==> config.mk <==
export PLATFORM = sky130hd
export DESIGN_NAME = line_glitch_filter
export DESIGN_NICKNAME = d
export VERILOG_FILES = /design/src/rtl/lgf_pkg.sv /design/src/rtl/lgf_sync.sv /design/src/rtl/lgf_div_stage.sv /design/src/rtl/lgf_tick_gen.sv /design/src/rtl/lgf_filter_fsm.sv /design/src/rtl/line_glitch_filter.sv
export SDC_FILE = /design/constraint.sdc
export NUM_CORES = 1
export LEC_CHECK = 0
export BUFFER_PORTS_ARGS = -buffer_cell sky130_fd_sc_hd__buf_4
export CAP_MARGIN = 0
export CORE_UTILIZATION = 40
export DETAILED_ROUTE_END_ITERATION = 10
export GPL_TIMING_DRIVEN = 0
export PLACE_DENSITY_LB_ADDON = 0.12
export SYNTH_ARGS = -nofsm -noshare
export SYNTH_HDL_FRONTEND = slang
export SYNTH_HIERARCHICAL = 1
export SYNTH_SLANG_ARGS = --single-unit
==> constraint.sdc <==
create_clock -name clk -period 2.4 [get_ports clk]
set_input_delay 0.48 -clock clk [delete_from_list [all_inputs] [get_ports clk]]
set_output_delay 0.48 -clock clk [all_outputs]
set_load 0.05 [all_outputs]
==> src/rtl/lgf_pkg.sv <==
package lgf_pkg;

    // Control word layout; positions are decoded by the register block above.
    localparam int CFG_W    = 16;
    localparam int SRST_BIT = 0;
    localparam int SEL_LSB  = 8;
    localparam int SEL_W    = 2;
    localparam int DEL_LSB  = 12;
    localparam int DEL_W    = 3;

    localparam int NUM_TICKS = 2 ** SEL_W;
    localparam int DEL_MUL   = 3;

    localparam logic [CFG_W-1:0] USED_MASK =
        CFG_W'((1 << SRST_BIT) |
               (((1 << SEL_W) - 1) << SEL_LSB) |
               (((1 << DEL_W) - 1) << DEL_LSB));

    typedef enum logic [1:0] {
        ST_HOLD    = 2'd0,
        ST_QUALIFY = 2'd1,
        ST_FORCED  = 2'd2
    } lgf_state_e;

endpackage

==> src/rtl/lgf_sync.sv <==
module lgf_sync #(
    parameter int   STAGES    = 2,
    parameter logic RESET_VAL = 1'b1
) (
    input  logic clk,
    input  logic rst_n,
    input  logic d_i,
    output logic q_o
);

    logic [STAGES-1:0] chain_q;

    always_ff @(posedge clk or negedge rst_n) begin
        if (!rst_n) begin
            chain_q <= {STAGES{RESET_VAL}};
        end else begin
            chain_q <= {chain_q[STAGES-2:0], d_i};
        end
    end

    assign q_o = chain_q[STAGES-1];

endmodule

==> src/rtl/lgf_div_stage.sv <==
module lgf_div_stage #(
    parameter int DIV = 10
) (
    input  logic clk,
    input  logic rst_n,
    input  logic en_i,
    output logic strobe_o
);

    localparam int CW = (DIV > 1) ? $clog2(DIV) : 1;
    localparam logic [CW-1:0] LAST = CW'(DIV - 1);

    logic [CW-1:0] cnt_q;

    assign strobe_o = en_i && (cnt_q == LAST);

    always_ff @(posedge clk or negedge rst_n) begin
        if (!rst_n) begin
            cnt_q <= '0;
        end else if (en_i) begin
            cnt_q <= strobe_o ? '0 : cnt_q + 1'b1;
        end
    end

endmodule

==> src/rtl/lgf_tick_gen.sv <==
module lgf_tick_gen #(
    parameter int BASE_DIV    = 3,
    parameter int MICRO_DIV   = 24,
    parameter int DECADE      = 10,
    parameter int NUM_DECADES = 2
) (
    input  logic                   clk,
    input  logic                   rst_n,
    output logic [NUM_DECADES+1:0] ticks_o
);

    logic [NUM_DECADES+1:0] strb;

    // Fastest strobe: a few system clocks.
    lgf_div_stage #(.DIV(BASE_DIV)) u_base (
        .clk      (clk),
        .rst_n    (rst_n),
        .en_i     (1'b1),
        .strobe_o (strb[0])
    );

    // Microsecond-scale strobe, counted directly on the clock.
    lgf_div_stage #(.DIV(MICRO_DIV)) u_micro (
        .clk      (clk),
        .rst_n    (rst_n),
        .en_i     (1'b1),
        .strobe_o (strb[1])
    );

    // Each decade stage counts strobes of the stage below it.
    for (genvar g = 0; g < NUM_DECADES; g++) begin : g_decade
        lgf_div_stage #(.DIV(DECADE)) u_dec (
            .clk      (clk),
            .rst_n    (rst_n),
            .en_i     (strb[g+1]),
            .strobe_o (strb[g+2])
        );
    end

    assign ticks_o = strb;

endmodule

==> src/rtl/lgf_filter_fsm.sv <==
module lgf_filter_fsm
    import lgf_pkg::*;
#(
    parameter int DW = DEL_W
) (
    input  logic          clk,
    input  logic          rst_n,
    input  logic          soft_rst_i,
    input  logic          tick_i,
    input  logic          sync_i,
    input  logic [DW-1:0] delay_i,
    output logic          line_o
);

    localparam int MAX_TARGET = ((2 ** DW) - 1) * DEL_MUL;
    localparam int CNT_W      = $clog2(MAX_TARGET + 1);

    lgf_state_e       state_q, state_d;
    logic [CNT_W-1:0] cnt_q, cnt_d;
    logic             out_q, out_d;
    logic [CNT_W-1:0] target;
    logic [CNT_W:0]   cnt_next;
    logic             differ;
    logic             reached;

    assign target   = CNT_W'(delay_i) * CNT_W'(DEL_MUL);
    assign differ   = (sync_i != out_q);
    assign cnt_next = {1'b0, cnt_q} + 1'b1;
    assign reached  = tick_i && (cnt_next >= {1'b0, target});

    // Next-state and next-count logic
    always_comb begin
        state_d = state_q;
        cnt_d   = cnt_q;
        out_d   = out_q;
        unique case (state_q)
            ST_FORCED: begin
                out_d = 1'b1;
                cnt_d = '0;
                if (!soft_rst_i) begin
                    state_d = ST_HOLD;                    // forced_release
                end
            end
            ST_HOLD: begin
                cnt_d = '0;
                if (differ) begin
                    if (target == '0) begin
                        out_d = sync_i;                   // hold_flip
                    end else begin
                        state_d = ST_QUALIFY;             // hold_to_qualify
                        cnt_d   = tick_i ? CNT_W'(1) : '0;
                    end
                end
            end
            ST_QUALIFY: begin
                if (!differ) begin
                    state_d = ST_HOLD;                    // qualify_abort
                    cnt_d   = '0;
                end else if ((target == '0) || reached) begin
                    state_d = ST_HOLD;                    // qualify_accept
                    out_d   = sync_i;
                    cnt_d   = '0;
                end else if (tick_i) begin
                    cnt_d = cnt_next[CNT_W-1:0];
                end
            end
            default: begin
                state_d = ST_FORCED;
                out_d   = 1'b1;
                cnt_d   = '0;
            end
        endcase
        if (soft_rst_i) begin
            state_d = ST_FORCED;                          // any_to_forced
            out_d   = 1'b1;
            cnt_d   = '0;
        end
    end

    // State register
    always_ff @(posedge clk or negedge rst_n) begin
        if (!rst_n) begin
            state_q <= ST_HOLD;
            cnt_q   <= '0;
            out_q   <= 1'b1;
        end else begin
            state_q <= state_d;
            cnt_q   <= cnt_d;
            out_q   <= out_d;
        end
    end

    // Output
    always_comb begin
        line_o = out_q;
    end

endmodule

==> src/rtl/line_glitch_filter.sv <==
module line_glitch_filter
    import lgf_pkg::*;
#(
    parameter int BASE_DIV  = 3,
    parameter int MICRO_DIV = 24,
    parameter int DECADE    = 10
) (
    input  logic             clk,
    input  logic             rst_n,
    input  logic             line_raw,
    input  logic [CFG_W-1:0] cfg_word,
    output logic             line_clean
);

    localparam int NUM_DECADES = NUM_TICKS - 2;

    logic [NUM_TICKS-1:0] ticks;
    logic [SEL_W-1:0]     tick_sel;
    logic [DEL_W-1:0]     delay;
    logic                 soft_rst;
    logic                 tick;
    logic                 sync_q;
    logic                 unused_cfg_bits;

    assign soft_rst        = cfg_word[SRST_BIT];
    assign tick_sel        = cfg_word[SEL_LSB +: SEL_W];
    assign delay           = cfg_word[DEL_LSB +: DEL_W];
    assign unused_cfg_bits = ^(cfg_word & ~USED_MASK);

    lgf_sync #(.STAGES(2), .RESET_VAL(1'b1)) u_sync (
        .clk   (clk),
        .rst_n (rst_n),
        .d_i   (line_raw),
        .q_o   (sync_q)
    );

    lgf_tick_gen #(
        .BASE_DIV    (BASE_DIV),
        .MICRO_DIV   (MICRO_DIV),
        .DECADE      (DECADE),
        .NUM_DECADES (NUM_DECADES)
    ) u_ticks (
        .clk     (clk),
        .rst_n   (rst_n),
        .ticks_o (ticks)
    );

    assign tick = ticks[tick_sel];

    lgf_filter_fsm #(.DW(DEL_W)) u_fsm (
        .clk        (clk),
        .rst_n      (rst_n),
        .soft_rst_i (soft_rst),
        .tick_i     (tick),
        .sync_i     (sync_q),
        .delay_i    (delay),
        .line_o     (line_clean)
    );

endmodule

### Word level (Yosys, flattened, before mapping)

Index checks and enable logic that the tools add are counted.

| cells by class | value |
|---|---|
| equality and inequality tests | 14 |
| $lt $le $gt $ge | 2 |
| multiplexer cells | 26 |
| reductions and logical operators | 8 |
| add/subtract/negate cells | 5 |
| multipliers | 1 |

Operators by type and width:

| cell | number |
|---|---|
| $mux W5 | 7 |
| $mux W2 | 6 |
| $ne A3 B2 Y1 const B | 4 |
| $pmux W5 S2 | 1 |
| $add A4 B1 Y4 const B | 2 |
| $eq A4 B4 Y1 const B | 2 |
| $mux W4 | 2 |
| $mux W1 | 7 |
| $add A5 B1 Y6 const B | 1 |
| $ge A6 B5 Y1 | 1 |
| $pmux W2 S3 | 1 |
| $add A5 B1 Y5 const B | 1 |
| $eq A5 B5 Y1 const B | 1 |
| $logic_not A5 Y1 | 1 |
| $mul A3 B2 Y5 const B | 1 |
| $ne A5 B4 Y1 const B | 1 |
| $eq A2 B2 Y1 const B | 2 |
| $ne A4 B4 Y1 const B | 1 |
| $reduce_and A4 Y1 | 1 |
| $logic_and A1 B1 Y1 | 3 |
| $lt A2 B3 Y1 const B | 1 |
| $ne A3 B3 Y1 const B | 1 |
| $reduce_and A3 Y1 | 1 |
| $add A2 B1 Y2 const B | 1 |
| 6 further kinds | 6 |

| word-level totals | value |
|---|---|
| input port bits | 19 |
| word-level logic and storage cells | 64 |
| output and inout port bits | 1 |
| bits in registers | 25 |

### Depth between registers and ports, before layout

| logic depth | value |
|---|---|
| depth in word-level cells | 11 |
| mapped depth | 10 |
| gate-level depth less buffers | 9 |

### Modules after synthesis

Netlist, hierarchy kept.

By module, submodules not included:

| module | area each (µm²) | cells an instance | times used | seq. area each (µm²) |
|---|---|---|---|---|
| lgf_filter_fsm | 670.6 | 66 | 1 | 201.4 |
| lgf_div_stage (u_ticks.g_decade[0].u_dec ...) | 234.0 | 22 | 2 | 100.1 |
| lgf_div_stage (u_ticks.u_micro) | 241.5 | 22 | 1 | 125.1 |
| lgf_div_stage (u_ticks.u_base) | 92.6 | 7 | 1 | 50.0 |
| lgf_sync | 52.6 | 2 | 1 | 52.6 |
| line_glitch_filter | 22.5 | 1 | 1 | 0.0 |
| lgf_tick_gen | 3.8 | 1 | 1 | 0.0 |

### Least setup slack after synthesis

OpenSTA, ideal clock, no wires.

| timing path | value |
|---|---|
| path type | input-to-reg |
| from | in cfg_word[12] |
| to | reg u_fsm.out_q, in the netlist u_fsm/line_o |
| path slack | 0.075 ns |
| library setup time | 0.075 ns |
| stages on the path | 9 |
| data arrival time | 2.250 ns |
| required time | 2.325 ns |
| path buffers | 0 |
| cells stage by stage | ha_1 > fa_1 > inv_1 > ha_1 > o21a_1 > o21ai_1 > o21ai_2 > a31oi_1 > mux2i_1 |

| on the way | value |
|---|---|
| cells in the longest elaborated chain, start to end | 6 |
| elaborated cells on any way between the ends | 8 |
| classes of those cells | mul (1); order compare (1); eq/ne (2); reduce/logical (4) |

RTL lines:

| element | line | text |
|---|---|---|
| start, declared | line_glitch_filter.sv:11 | `input logic [CFG_W-1:0] cfg_word,` |
| $mul A3 B2 Y5 (*) | lgf_filter_fsm.sv:26 | `assign target = CNT_W'(delay_i) * CNT_W'(DEL_MUL);` |
| $ge A6 B5 Y1 | lgf_filter_fsm.sv:29 | `assign reached = tick_i && (cnt_next >= {1'b0, target});` |
| $logic_and A1 B1 Y1 | lgf_filter_fsm.sv:29 |  |
| $logic_or A1 B1 Y1 | lgf_filter_fsm.sv:59 | `end else if ((target == '0) \|\| reached) begin` |
| $ne A3 B2 Y1 (no line) | - |  |
| $reduce_and A4 Y1 (no line) (*) | - |  |
| end signal, assigned | lgf_filter_fsm.sv:89 | `out_q <= out_d;` |
| end, declared | lgf_filter_fsm.sv:20 | `logic out_q, out_d;` |

Mark *: on every way between the ends. The rest lies on a longest branch, timed or not.
A chain may end at the register's enable or synchronous reset.

### Worst setup path in the final report

| timing path | value |
|---|---|
| from | reg u_ticks.g_decade[0].u_dec.cnt_q[1] |
| to | reg u_fsm.cnt_q[4] |

| on the way | value |
|---|---|
| cells in the longest elaborated chain, start to end | 11 |
| elaborated cells on any way between the ends | 12 |
| classes of those cells | eq/ne (2); mux (6); reduce/logical (4) |

RTL lines:

| element | line | text |
|---|---|---|
| start, declared | lgf_div_stage.sv:13 | `logic [CW-1:0] cnt_q;` |
| start signal, assigned | lgf_div_stage.sv:21 | `cnt_q <= strobe_o ? '0 : cnt_q + 1'b1;` |
| $eq A4 B4 Y1 (*) | lgf_div_stage.sv:15 | `assign strobe_o = en_i && (cnt_q == LAST);` |
| $logic_and A1 B1 Y1 (*) | lgf_div_stage.sv:15 |  |
| net ticks[2] | line_glitch_filter.sv:17 | `logic [NUM_TICKS-1:0] ticks;` |
| $logic_and A1 B1 Y1 (*) | lgf_div_stage.sv:15 |  |
| net ticks[3] | line_glitch_filter.sv:17 |  |
| $bmux W1 S2 (*) | line_glitch_filter.sv:48 | `assign tick = ticks[tick_sel];` |
| $mux W1 (not written as such) (*) | line_glitch_filter.sv:48 |  |
| net tick | line_glitch_filter.sv:21 | `logic tick;` |
| $logic_and A1 B1 Y1 | lgf_filter_fsm.sv:29 |  |
| $logic_or A1 B1 Y1 | lgf_filter_fsm.sv:59 |  |
| $mux W5 | lgf_filter_fsm.sv:59 |  |
| $mux W5 | lgf_filter_fsm.sv:56 | `if (!differ) begin` |
| $pmux W5 S2 | lgf_filter_fsm.sv:36 | `unique case (state_q)` |
| $mux W5 | lgf_filter_fsm.sv:73 | `if (soft_rst_i) begin` |
| end signal, assigned | lgf_filter_fsm.sv:88 | `cnt_q <= cnt_d;` |
| end, declared | lgf_filter_fsm.sv:19 | `logic [CNT_W-1:0] cnt_q, cnt_d;` |

The timed path passes the listed nets; every way through them passes the cells marked *. The select of a mux whose other input is x is not followed.

==> results_dict.tcl <==
set metrics [dict create \
    outcome "complete, no violations" \
    cts_tree "yes" \
    ys_types 46 \
    synthTopCellsByArea "dfrtp_1, ha_1, dfstp_2, xor2_1, mux2_4" \
    switching_power_uw 323 \
    rrSetupSlack_ps 140 \
    grt_pass1_vias 1050 \
    syn_inst 143 \
    setup_viol 0 \
    dr_total_vias 1092 \
    period_minus_slack_ps 2260 \
    reg2reg_from "u_ticks/g_decade[0].u_dec/cnt_q[1]" \
    port_buffers 9 \
    antenna_found_initial 0 \
    grt_max_degree 26 \
    skew_ps 5.94 \
    p_clk_share_pct 24.0 \
    synthFlopType "dfrtp_1" \
    areaGrowthSynthToFinish_pct 18.7 \
    rsz0062_at_grt "false" \
    ys_ff_latch 25 \
    cts_root_buffer "clkbuf_8" \
    critical_path.slowest_cell "mux4_2" \
    hold_class "primary input to asynchronous set/reset pin" \
    fin_area_um2 1840 \
    clkTransAtPathRegs_ps 90 \
    synth_top_cell_by_area "dfrtp_1" \
    endpoint_kind "flop" \
    p_int_uw 746 \
    async_flop_share_pct 100 \
    synth_edf_count 0 \
    syn-cell-area_um2 1550 \
    maxSlewViolCount 0 \
    max_freq_ghz 0.442 \
    drt_iter0_drc 38 \
    power_density_nw_per_um2 581 \
    finalWirelength_um 2620 \
    holdWs_ps 98.5 \
    worst-path-buf-inv 1 \
    die_x_um 64.3 \
    crit_top_cell "and2_4" \
    core-area_um2 3690 \
    drv_cap 0 \
    worstSkewPairLatency_ps 270 \
    dieArea_um2 4130 \
    rows 22 \
    finalNetCount 206 \
    clock_sinks 25 \
    wl_per_cell_um 12.0 \
    io_pins 20 \
    fin_crit_sh_pct 94.3 \
    cp_cell_sequence "inv_1 -> ha_1 -> and3b_1 -> and2_4 -> and2_2 -> mux4_2 -> and2_4 -> nor3_1" \
    p_leak_nw 0.894 \
    hold_violations 0 \
    drtAntennaViolNets 0 \
    avgSynthCellArea_um2 10.8 \
    gp_congestion 0.812 \
    critical_path.top_delay_family "simple AND/OR/NAND/NOR gates" \
    initial_utilization_pct 42.1 \
    postCtsHoldBufs 0 \
    cts.htree.levels 1 \
    cp_data_arrival_time_ps 2450 \
    clk_path_buf_depth 2 \
    n_antenna_cell 0 \
    cp-start-kind "flop" \
    place_area_um2 1710 \
    dpl.hpwl_um 1930 \
    route.detailed.drc 0 \
    grtUsageTotal_pct 14.3 \
    worst_ep_required_time_ps 2590 \
    seq_power_share_pct 52.4 \
    slowest_delay_ps 590 \
    swShare_pct 30.2 \
    die_h_um 64.3 \
    globalRoute.totalOverflow 0 \
    ys_seq_area_share_pct 40.6 \
    irDropWorstVdd_uv 240 \
    vias_per_cell 5.01 \
    pwr-share-comb_pct 23.7 \
    r2r-end "u_fsm/cnt_q[4]" \
    post-route-util_pct 49.9 \
    drive_gt1_share_pct 27.6 \
    grt_pass1_wl_um 4590 \
    r2r_cells 8 \
    path_class "flop to flop" \
    drtPass1Iterations 4 \
    yosys.area.top_type_share_pct 35.5 \
    cts_made_buffers 3 \
    path_max_fanout 8 \
    yosysWarningCount 6 \
]
## through the flow
step / TNS [ps] / power, mW / cells / worst slack [ps]
2_1_floorplan: 0 / 0.721 / 152 / 75.3
3_3_place_gp: -1050 / 0.770 / 209 / -202
3_5_place_dp: -1590 / 0.790 / 209 / -278
4_1_cts: 0 / 1.08 / 214 / 17.8
5_1_grt: 0 / 1.14 / 218 / 15.0
6_report: 0 / 1.07 / 218 / 138
## metal layers
layer	part of all wire (%)	track usage, %	wire length [um]	up-vias
met4	1.0	4.17	27	0
met1	49	18.7	1290	525
li1	-	-	-	555
met3	2.3	2.68	61	4
met5	0	0	0	-
met2	48	23.8	1250	8
## registers in the layout (all words and copies together) (netlist names)
signal,count
u_ticks/g_decade.u_dec/cnt_q,8
u_fsm/cnt_q,5
u_fsm/line_o,1
u_ticks/u_micro/cnt_q,5
u_sync/chain_q,2
u_fsm/state_q,2
u_ticks/u_base/cnt_q,2
## synth_stat cells (2+ instances only)
cell type,number
dfstp_2,3
o21ai_0,6
inv_1,8
dfrtp_1,22
nand4_1,3
a21o_2,2
nor2_1,4
o21ai_1,2
xor2_1,6
and2_2,2
o22ai_1,2
and3b_1,2
nor3_1,7
a21boi_0,2
nand2_1,12
or2b_1,2
ha_1,15
mux2i_1,3
xnor2_1,4
mux2_4,3
a211oi_1,2
and4b_2,2
a21oi_1,2
nand3_1,4
a31oi_1,2
## final cells by class
| class | count | area (um^2) |
|---|---|---|
| clock buffer | 3 | 41.3 |
| clock inverter | 1 | 7.51 |
| fill | 349 | 1850 |
| inverter | 8 | 30.0 |
| multi-input combinational | 118 | 961 |
| sequential | 25 | 629 |
| tap | 48 | 60.1 |
| timing repair buffer | 15 | 113 |
## cell usage in the layout, fill, tap and decap left out, drive strengths merged, types with 2 or more instances in the layout
master	n
a211oi	2
a21boi	2
a21o	3
a21oi	3
a31oi	2
and2	3
and3b	3
and4b	2
buf	15
clkbuf	3
conb	10
dfrtp	22
dfstp	3
ha	15
inv	8
mux2	4
mux2i	3
nand2	13
nand2b	2
nand3	4
nand4	3
nor2	5
nor3	8
o21ai	9
o22ai	2
or2b	2
xnor2	4
xor2	6
## power groups by stage
stage	sequential, mW	combinational (mW)	clock, mW
final	0.560	0.253	0.256
after global routing	0.573	0.285	0.280
after CTS	0.560	0.247	0.270
after detailed placement	0.571	0.219	0
after global placement	0.567	0.203	0
after floorplan	0.554	0.167	0
## worst reg2reg max path, cell delays in order (launching register included)
cell and delay, ps:
dfrtp_1 370, inv_1 70, ha_1 200, and3b_1 190, and2_4 190, and2_2 170, mux4_2 590, and2_4 210
nor3_1 180
## repair_timing
item | 4_1_cts | 5_1_grt
hold endpoints to repair | 0 | 0
buffers inserted | 2 | 4
gates resized for setup | 2 | 5
cloned | 0 | 0
pin swaps | 0 | 1
setup endpoints to repair | 7 | 7
## logic make-up after synthesis
family | synth area share (%)
compound gates | 12.4
xor+xnor | 5.64
fa+ha+maj | 13.4
buf+inv | 2.18
flops | 40.6
mux | 7.02
other cells | 0.242
simple gates | 18.5
## how the worst max path moves through the flow
stage	start	end	slack, ps	cells past startpoint
CTS	u_ticks/u_micro/cnt_q[0]	u_fsm/cnt_q[4]	20	9
global placement	u_ticks/u_micro/cnt_q[0]	u_fsm/cnt_q[4]	-200	10
global route	cfg_word[12]	u_fsm/cnt_q[2]	20	10
floorplan	cfg_word[12]	u_fsm/line_o	80	9
finish	u_ticks/g_decade[0].u_dec/cnt_q[1]	u_fsm/cnt_q[4]	140	8
detailed placement	cfg_word[12]	u_fsm/line_o	-280	10
No activity file was read; power rests on OpenSTA's default activity.
